==> src/rtl/baud_tick_pkg.sv <==
package baud_tick_pkg;

    localparam int PRE_W  = 8;
    localparam int INT_W  = 12;
    localparam int FRAC_W = 4;
    localparam int DIVISOR_W = INT_W + FRAC_W;

    typedef struct packed {
        logic [PRE_W-1:0]  pre;
        logic [INT_W-1:0]  whole;
        logic [FRAC_W-1:0] frac;
    } div_cfg_t;

    typedef struct packed {
        logic              carry;
        logic [FRAC_W-1:0] phase;
    } phase_sum_t;

    typedef enum logic [1:0] {
        LD_HOLD     = 2'd0,
        LD_TRACK    = 2'd1,
        LD_BOUNDARY = 2'd2
    } load_mode_t;

    function automatic phase_sum_t phase_add(input logic [FRAC_W-1:0] a,
                                             input logic [FRAC_W-1:0] b);
        phase_sum_t r;
        r = phase_sum_t'({1'b0, a} + {1'b0, b});
        return r;
    endfunction

    function automatic logic [DIVISOR_W-1:0] combined_divisor(input div_cfg_t c);
        return {c.whole, c.frac};
    endfunction

endpackage

==> src/rtl/baud_prescaler.sv <==
module baud_prescaler #(
    parameter int W = baud_tick_pkg::PRE_W
) (
    input  logic         clk,
    input  logic         rst,
    input  logic         run,
    input  logic [W-1:0] limit,
    output logic         strobe
);

    logic [W-1:0] cnt;

    always_comb strobe = run && (cnt == limit);

    always_ff @(posedge clk) begin
        if (rst || !run) begin
            cnt <= '0;
        end else if (strobe) begin
            cnt <= '0;
        end else begin
            cnt <= cnt + 1'b1;
        end
    end

    AST_PRE_RANGE: assert property (@(posedge clk) disable iff (rst)
        run |-> (cnt <= limit));

    AST_PRE_GAP: assert property (@(posedge clk) disable iff (rst)
        strobe |=> (!strobe || limit == '0));

endmodule

==> src/rtl/baud_frac_div.sv <==
module baud_frac_div
    import baud_tick_pkg::*;
#(
    parameter int IW = INT_W,
    parameter int FW = FRAC_W
) (
    input  logic          clk,
    input  logic          rst,
    input  logic          run,
    input  logic          strobe,
    input  logic [IW-1:0] whole,
    input  logic [FW-1:0] frac,
    output logic          boundary,
    output logic          tick
);

    localparam int CNT_W = IW + 1;

    logic [IW-1:0]    dcnt;
    logic [FW-1:0]    phase;
    logic             stretch;
    logic [CNT_W-1:0] last_idx;
    phase_sum_t       step;

    always_comb begin
        last_idx = {1'b0, whole} + CNT_W'(stretch) - CNT_W'(1);
        boundary = run && strobe && ({1'b0, dcnt} == last_idx);
        step     = phase_add(phase, frac);
    end

    always_ff @(posedge clk) begin
        if (rst || !run) begin
            dcnt <= '0;
        end else if (boundary) begin
            dcnt <= '0;
        end else if (strobe) begin
            dcnt <= dcnt + 1'b1;
        end
    end

    always_ff @(posedge clk) begin
        if (rst || !run) begin
            phase   <= '0;
            stretch <= 1'b0;
        end else if (boundary) begin
            phase   <= step.phase;
            stretch <= step.carry;
        end
    end

    always_ff @(posedge clk) begin
        if (rst) begin
            tick <= 1'b0;
        end else begin
            tick <= boundary;
        end
    end

    AST_DCNT_RANGE: assert property (@(posedge clk) disable iff (rst)
        run |-> ({1'b0, dcnt} <= last_idx));

    AST_IDLE_CLEAR: assert property (@(posedge clk) disable iff (rst)
        !run |=> (phase == '0 && !stretch));

endmodule

==> src/rtl/baud_cfg_hold.sv <==
module baud_cfg_hold
    import baud_tick_pkg::*;
(
    input  logic     clk,
    input  logic     rst,
    input  logic     en,
    input  div_cfg_t cfg_in,
    input  logic     boundary,
    output div_cfg_t cfg,
    output logic     run
);

    load_mode_t mode;

    always_comb begin
        run = en && (cfg.whole != '0);
        if (!run) begin
            mode = LD_TRACK;
        end else if (boundary) begin
            mode = LD_BOUNDARY;
        end else begin
            mode = LD_HOLD;
        end
    end

    always_ff @(posedge clk) begin
        if (rst) begin
            cfg <= '0;
        end else if (mode != LD_HOLD) begin
            cfg <= cfg_in;
        end
    end

    AST_CFG_FROZEN: assert property (@(posedge clk) disable iff (rst)
        (run && !boundary) |=> $stable(cfg));

endmodule

==> src/rtl/baud_tick_gen.sv <==
module baud_tick_gen
    import baud_tick_pkg::*;
(
    input  logic              clk,
    input  logic              rst,
    input  logic              en,
    input  logic [PRE_W-1:0]  prescale_sel,
    input  logic [INT_W-1:0]  div_whole,
    input  logic [FRAC_W-1:0] div_sixteenths,
    output logic              baud_tick
);

    div_cfg_t cfg_in;
    div_cfg_t cfg;
    logic     run;
    logic     strobe;
    logic     boundary;

    always_comb begin
        cfg_in.pre   = prescale_sel;
        cfg_in.whole = div_whole;
        cfg_in.frac  = div_sixteenths;
    end

    baud_cfg_hold u_cfg (
        .clk      (clk),
        .rst      (rst),
        .en       (en),
        .cfg_in   (cfg_in),
        .boundary (boundary),
        .cfg      (cfg),
        .run      (run)
    );

    baud_prescaler #(.W(PRE_W)) u_pre (
        .clk    (clk),
        .rst    (rst),
        .run    (run),
        .limit  (cfg.pre),
        .strobe (strobe)
    );

    baud_frac_div #(.IW(INT_W), .FW(FRAC_W)) u_div (
        .clk      (clk),
        .rst      (rst),
        .run      (run),
        .strobe   (strobe),
        .whole    (cfg.whole),
        .frac     (cfg.frac),
        .boundary (boundary),
        .tick     (baud_tick)
    );

    AST_IDLE_QUIET: assert property (@(posedge clk) disable iff (rst)
        !en |=> !baud_tick);

    AST_ZERO_WHOLE: assert property (@(posedge clk) disable iff (rst)
        (en && cfg.whole == '0) |=> !baud_tick);

    AST_ONE_CYCLE: assert property (@(posedge clk) disable iff (rst)
        (baud_tick && (cfg.pre != '0 || cfg.whole > INT_W'(1))) |=> !baud_tick);

endmodule

==> config.mk <==
export PLATFORM = sky130hd
export DESIGN_NAME = baud_tick_gen
export DESIGN_NICKNAME = d
export VERILOG_FILES = /design/src/rtl/baud_tick_pkg.sv /design/src/rtl/baud_prescaler.sv /design/src/rtl/baud_frac_div.sv /design/src/rtl/baud_cfg_hold.sv /design/src/rtl/baud_tick_gen.sv
export SDC_FILE = /design/constraint.sdc
export NUM_CORES = 1
export LEC_CHECK = 0
export ABC_AREA = 1
export BUFFER_PORTS_ARGS = -buffer_cell sky130_fd_sc_hd__buf_4
export CAP_MARGIN = 30
export CORE_ASPECT_RATIO = 1.75
export CORE_MARGIN = 2
export CORE_UTILIZATION = 50
export CTS_CLUSTER_DIAMETER = 150
export DETAILED_ROUTE_END_ITERATION = 12
export GPL_ROUTABILITY_DRIVEN = 0
export GPL_TIMING_DRIVEN = 0
export PLACE_DENSITY = 0.78
export SYNTH_ARGS = -nofsm -noshare
export SYNTH_HDL_FRONTEND = slang
export SYNTH_SLANG_ARGS = --single-unit
==> constraint.sdc <==
create_clock -name clk -period 2.05 [get_ports clk]
set_input_delay 0.41 -clock clk [delete_from_list [all_inputs] [get_ports clk]]
set_output_delay 0.41 -clock clk [all_outputs]
set_load 0.02 [all_outputs]
==> results of run 1 <==
-- where the power goes --
group / total [mW] / switching, mW / internal, mW
Combinational: 0.478 / 0.285 / 0.193
Clock: 0.614 / 0.341 / 0.273
Sequential: 1.05 / 0.0388 / 1.01
-- state kept, by name, summed over array words and instances, names as in the netlist --
signal,cells
u_div.stretch,1
u_div.dcnt,12
u_cfg.cfg,24
u_div.tick,1
u_div.phase,4
u_pre.cnt,8
-- cells by family (layout without fill, tap and decap cells) --
| family | after synthesis | after routing | share of synthesized area [%] |
|---|---|---|---|
| AND/OR/NAND/NOR | 260 | 261 | 36.71 |
| buffers and inverters | 82 | 127 | 10.87 |
| AO/OA/AOI/OAI | 53 | 53 | 9.355 |
| flip-flops | 50 | 50 | 33.71 |
| XOR/XNOR | 18 | 18 | 5.310 |
| adder cells (fa/ha/maj) | 9 | 9 | 4.046 |
-- repair_timing --
item | CTS | global route
gates cloned | 3 | 1
buffers inserted | 2 | 5
gates resized for setup | 37 | 30
setup endpoints to repair | 42 | 50
pin swaps | 5 | 9
hold endpoints to repair | 0 | 0
-- metrics by stage --
stage,instance area (µm²),total power [mW],std cells,hold slack (ps)
finish,3727,2.143,596,268.6
global route,3727,2.259,596,263.6
CTS,3548,2.109,590,259.9
detailed placement,3269,1.466,577,460.4
global placement,3269,1.455,577,447.6
floorplan,2969,1.346,472,429.5
-- cell type report --
cell class                      instances  area [µm²]  area share (%)
Multi-Input combinational cell        341        1827           49.01
Sequential cell                        50        1002           26.89
Timing Repair Buffer                   37       327.8           8.795
Inverter                               64       242.7           6.512
Buffer                                 18       138.9           3.726
Tap cell                               78       97.59           2.618
Clock buffer                            7       86.33           2.316
Clock inverter                          1       5.005          0.1343
-- critical path, cell delays in order (launching register included) --
cell and delay, ps:
dfxtp_1 520, nor2_1 80, nand2_1 140, nor2_1 70
a21boi_2 280, nand3_1 180, nor2_4 190, nand3_4 190
buf_4 220, a21oi_1 120, nor2_1 60
-- cell usage in the layout (no fill, tap or decap), types with 3 or more instances in the layout --
master,n
clkbuf_8,6
nand4_1,6
a21oi_2,9
xor2_1,11
nor2_4,7
nand2_2,5
buf_4,34
nand3_1,39
xnor2_1,7
nand3_2,4
a21oi_1,31
nor2_2,3
clkbuf_1,5
nand2_1,118
inv_2,7
nor2_1,62
ha_1,6
nor3_1,9
buf_2,5
o21ai_1,5
o21ai_0,4
nand3_4,3
buf_6,5
inv_1,55
dfxtp_1,49
-- routing by layer --
layer  global-route usage [%]  vias to the layer above  wire length (µm)
met4                    17.14                        0               509
li1                         -                     1575                 -
met1                    26.85                     1407              2994
met3                    5.503                       37               343
met5                        0                        -                 0
met2                    47.75                      101              4481
-- path summary, 6_finish.rpt --
| kind | start | end | slack (ps) |
|---|---|---|---|
| worst max-delay path | u_cfg.cfg[12] | u_cfg.cfg[12] | -110 |
| worst min-delay path | rst | u_div.tick | 270 |
| worst max register to register | u_cfg.cfg[12] | u_cfg.cfg[12] | -110 |
| worst min register to register | u_pre.cnt[0] | u_pre.cnt[0] | 480 |
==> flow_summary_export.csv, run 1 <==
group,metric,value,unit
synth,synth_edf_count,0,
synth,ys_top_cells_by_area,"dfxtp_1 34%, nand2_1 16%, nor2_1 8.6%, nand3_1 7.4%, inv_1 7.3%",
final_layout,drive_gt1_share,19.88,%
drt,wirelength,8329,µm
placement,io_buffers,27,
timing,fmax,0.4633,GHz
synth,avgSynthCellArea,6.290,µm²
final_layout,final_core_util,64.41,%
drt,wl_per_cell,13.97,µm
timing,fin_tns_setup,-2075,ps
clocking,clockBufferDepth,2,
timing,period_minus_slack,2158,ps
drt,dr.pass1.iters,5,
synth,yosysMostFrequentCell,"nand2_1",
die,chipHeight,105.9,µm
synth,synth_cell_types,30,
die,ios,28,
global_route,grt_overflow,0,
power,peakVddDrop,0.5711,mV
synth,ys_seq_elements,50,
final_layout,n_antenna_cell,0,
critical_path,startpoint_type,"flip-flop",
critical_path,endpoint_kind,"flip-flop",
timing,hold_viol,0,
timing,relSlewSlack,64.49,%
run_status,status,"complete, but fails checks",
die,dieArea,6595,µm²
clocking,cts_max_level,2,
timing,rsz0062_at_grt,"yes",
clocking,cts-root-buf,"clkbuf_8",
synth,synth_commonest_cells,"124 x nand2_1, 68 x nor2_1, 58 x inv_1",
drt,antenna_left,0,
timing,worst_pin_slew,532.7,ps
synth,synth_area_leader_cell,"dfxtp_1",
timing,setup_viol,32,
synth,synth-seq-area-share,33.71,%
global_route,grt_pass1_wl,13620,µm
critical_path,worst-setup-path-type,"reg2reg",
synth,syn_inst,472,
global_route,first_global_vias,2977,
placement,dpl_worst_slack,-371.4,ps
clocking,clock-sinks,50,
die,start_util,51.31,%
timing,skew,17.70,ps
min_path,min_path_cells,2,
synth,synth_top_area_share,33.71,%
die,core,5787,µm²
critical_path,reg2reg_depth,10,
global_route,antenna_found_initial,0,
critical_path,worst-endpoint-required,2270,ps
placement,dpl.hpwl,5575,µm
critical_path,worstPathMaxFanout,6,
job,cap_violations,0,
die,core.rowCount,37,
synth,synth_warnings,0,
drt,drcViolationCount,0,
global_route,grt_use_total,26.27,%
synth,postSynthNetCount,508,
die,die_w,62.25,µm
timing,finalCritPeriodShare,105.3,%
clocking,clock_latency,320,ps
synth,async_flop_share,0,%
timing,slew_viol_final,0,
drt,drt_iter0_markers,217,
critical_path,crit_arrival,2380,ps
drt,via_count,3120,
synth,synth-main-ff-cell,"dfxtp_1",
drt,via_per_inst,5.235,
synth,synth_area,2969,µm²
final_layout,nFillCells,498,
min_path,hp-class,"in2reg",
clocking,ctsHoldBuffers,0,
final_layout,nNetsFinal,553,
global_route,grt_start_max_net_pins,15,
clocking,path_clk_slew,90,ps
run_status,failed_checks,"negative setup slack",
clocking,cts_inserted_buffers,5,
power,power.leakage,1.692,nW
clocking,tritoncts,"yes",
final_layout,area_growth,25.54,%
timing,layout_setup_ws,-108.4,ps
power,powerDensity,575.0,nW/µm²
Note: power is estimated with default switching activity, not from simulation.
==> run 2, diff against run 1 <==
--- a/config.mk
+++ b/config.mk
@@ -5,7 +5,6 @@
 export SDC_FILE = /design/constraint.sdc
 export NUM_CORES = 1
 export LEC_CHECK = 0
-export ABC_AREA = 1
 export BUFFER_PORTS_ARGS = -buffer_cell sky130_fd_sc_hd__buf_4
 export CAP_MARGIN = 30
 export CORE_ASPECT_RATIO = 1.75
==> flow_summary_export.csv, run 2 <==
group,metric,value,unit
timing,slew_viol_final,0,
global_route,grtUsageMet1,24.55,%
die,dieArea,6431,µm²
final_layout,area_growth,25.53,%
final_layout,nNetsFinal,414,
placement,dp.cells,429,
global_route,grt_use_total,23.23,%
synth,synth_warnings,0,
run_status,status,"complete, but fails checks",
clocking,path_clk_slew,90,ps
critical_path,max_stage_delay,480,ps
min_path,hp-class,"in2reg",
critical_path,slowest_stage,"or4b_4",
critical_path,path_common_cell,"mux2i_1",
global_route,grt_overflow,0,
power,peakVddDrop,0.4649,mV
final_layout,fin_area,3630,µm²
critical_path,path_cells,"inv_2, ha_4, or4b_4, or4_4, mux2i_1, mux2i_1, nand4bb_1, buf_6, o21bai_4, buf_8, buf_12, mux2i_1",
global_route,grt_start_max_net_pins,14,
critical_path,worstPathMaxFanout,10,
timing,fin_tns_setup,-33390,ps
die,ios,28,
final_layout,final_cells,454,
power,power.leakage,1.475,nW
final_layout,n_antenna_cell,0,
global_route,met3_usage,3.960,%
final_layout,largest_reg_flops,24,
final_layout,largest_register,"u_cfg.cfg",
synth,synth_mux_area_share,9.693,%
synth,async_flop_share,0,%
drt,via_count,2492,
timing,finalCritPeriodShare,140.3,%
timing,period_minus_slack,2877,ps
power,finalPower,2.234,mW
power,p_int,1.563,mW
synth,ys_top_cells_by_area,"dfxtp_1 35%, nand2b_1 10%, mux2i_1 9.7%, xnor2_1 6.7%, xor2_1 5.1%",
global_route,grtUsageMet2,40.83,%
synth,yosys.area_share.adder,4.154,%
drt,antenna_left,0,
synth,syn_inst,326,
die,start_util,51.77,%
synth,synth_area,2892,µm²
die,chipHeight,104.6,µm
final_layout,drive_gt1_share,25.40,%
timing,relSlewSlack,63.08,%
critical_path,worst-endpoint-required,2290,ps
critical_path,crit_arrival,3120,ps
drt,drt_iter0_markers,99,
final_layout,top_regs,"u_cfg.cfg (24), u_div.dcnt (12), u_pre.cnt (8)",
synth,synth-compound-area-share,8.092,%
clocking,tritoncts,"yes",
clocking,ctsHoldBuffers,0,
critical_path,reg2reg_depth,12,
clocking,clock-sinks,50,
critical_path,worst-setup-path-type,"reg2reg",
power,switching_share,30.04,%
clocking,cts-root-buf,"clkbuf_8",
drt,wl_per_cell,15.29,µm
timing,hold_viol,0,
placement,placed_area,3229,µm²
timing,setup_viol,50,
power,seqPwrFrac,47.7,%
critical_path,endpoint_kind,"flip-flop",
global_route,first_global_vias,2559,
final_layout,final_common_cell,"nand2b_1",
drt,via_per_inst,5.489,
synth,synth_area_leader_cell,"dfxtp_1",
drt,drcViolationCount,0,
timing,fmax,0.3476,GHz
die,core,5585,µm²
critical_path,timing.rr.start,"u_div.stretch",
power,power.switching,0.6713,mW
job,cap_violations,0,
critical_path,startpoint,"u_div.stretch",
timing,layout_setup_ws,-826.7,ps
global_route,antenna_found_initial,0,
timing,rsz0062_at_grt,"yes",
timing,worst_pin_slew,547.7,ps
timing,hold_ws,357.9,ps
synth,avgSynthCellArea,8.870,µm²
placement,io_buffers,27,
final_layout,final_cell_mix,"48 x nand2b_1, 47 x dfxtp_1, 37 x buf_4",
critical_path,r2r_slack,-830,ps
synth,synth_top_family_by_area,"simple AND/OR/NAND/NOR gates",
synth,synth_commonest_cells,"50 x dfxtp_1, 48 x nand2b_1, 34 x nor2_1",
critical_path,startpoint_type,"flip-flop",
critical_path,r2r_end,"u_cfg.cfg[22]",
run_status,failed_checks,"negative setup slack",
clocking,clock_latency,310,ps
synth,synth-main-ff-cell,"dfxtp_1",
synth,yosysMostFrequentCell,"dfxtp_1",
power,p_comb_share,27.0,%
critical_path,crit_end,"u_cfg.cfg[22]",
synth,synth_top_area_share,34.62,%
power,power.clock.fraction,25.3,%
drt,wirelength,6941,µm
clocking,cts_inserted_buffers,5,
synth,synth_simple_gate_area_share,27.13,%
timing,skew,7.198,ps
synth,synth_cell_types,47,
clocking,clockBufferDepth,2,
synth,synth-seq-area-share,34.62,%
synth,ys_seq_elements,50,
synth,synth_edf_count,0,
drt,dr.pass1.iters,5,
synth,postSynthNetCount,362,
synth,synth-xor-area-share,11.81,%
die,die_w,61.49,µm
placement,dpl_worst_slack,-857.6,ps
clocking,cts_max_level,2,
global_route,top_usage_layer,"met2",
power,powerDensity,615.6,nW/µm²
die,core.rowCount,36,
global_route,grt_pass1_wl,11490,µm
final_layout,final_core_util,64.99,%
placement,dpl.hpwl,4779,µm
## run 2: changes by cell type in the layout (fill, tap and decap cells not counted), sizes merged, moves of 6 or more
cell    delta
a21oi     -31
xor2       +6
nand2b    +48
nor2      -38
mux2i     +28
nand3     -35
inv       -53
and3       +6
nand2    -112
xnor2     +15
## run 2: cell families after synthesis
family / Yosys count
adders and majority gates: 9
and+or+nand+nor: 141
muxes: 28
DFF: 50
xor gates and xnor gates: 39
AOI/OAI and AO/OA: 34
buffers and inverters: 25
## run 2: power groups by stage
stage	Sequential [mW]	Clock [mW]	Combinational, mW
global placement	1.08	0	0.459
CTS	1.06	0.563	0.544
global route	1.07	0.604	0.652
floorplan	1.07	0	0.349
finish	1.07	0.566	0.603
detailed placement	1.08	0	0.468
## run 2: what timing repair did
action | in CTS | in global routing
pin swaps | 16 | 2
cloned | 1 | 1
buffers inserted | 12 | 5
resized for setup | 28 | 23
endpoints found under the setup margin | 50 | 50
## run 2: worst max-delay path, delay by kind of cell (launching register included)
family / cells / cell delay, ps
DFF: 1 / 340
adders and majority gates: 1 / 140
buffers and inverters: 4 / 560
and+or+nand+nor: 3 / 1090
AOI/OAI and AO/OA: 1 / 130
muxes: 3 / 540
## run 2: area by class of cell
| type | instances | area (µm²) |
|---|---|---|
| clock buffers | 7 | 76.32 |
| inverters | 10 | 37.54 |
| well taps | 76 | 95.09 |
| multi-input cells | 251 | 1892 |
| fillers | 476 | 1956 |
| repair buffers | 45 | 390.4 |
| plain buffers | 15 | 133.9 |
| flip-flops and latches | 50 | 1005 |
## run 2: worst min path at each step
stage,from,end,slack [ps],depth (start not counted)
final,div_whole[1],u_cfg.cfg[5],360,3
after global routing,div_whole[1],u_cfg.cfg[5],370,3
after CTS,prescale_sel[7],u_cfg.cfg[23],360,3
after detailed placement,u_div.phase[3],u_div.phase[3],480,2
after global placement,u_div.stretch,u_div.stretch,460,2
after floorplan,u_div.stretch,u_div.stretch,450,2
## run 2: per-layer routing
metal,vias up,routed length [µm]
li1,1216,-
met1,1197,2519
met2,54,3917
met3,25,213
met4,0,291
met5,-,0
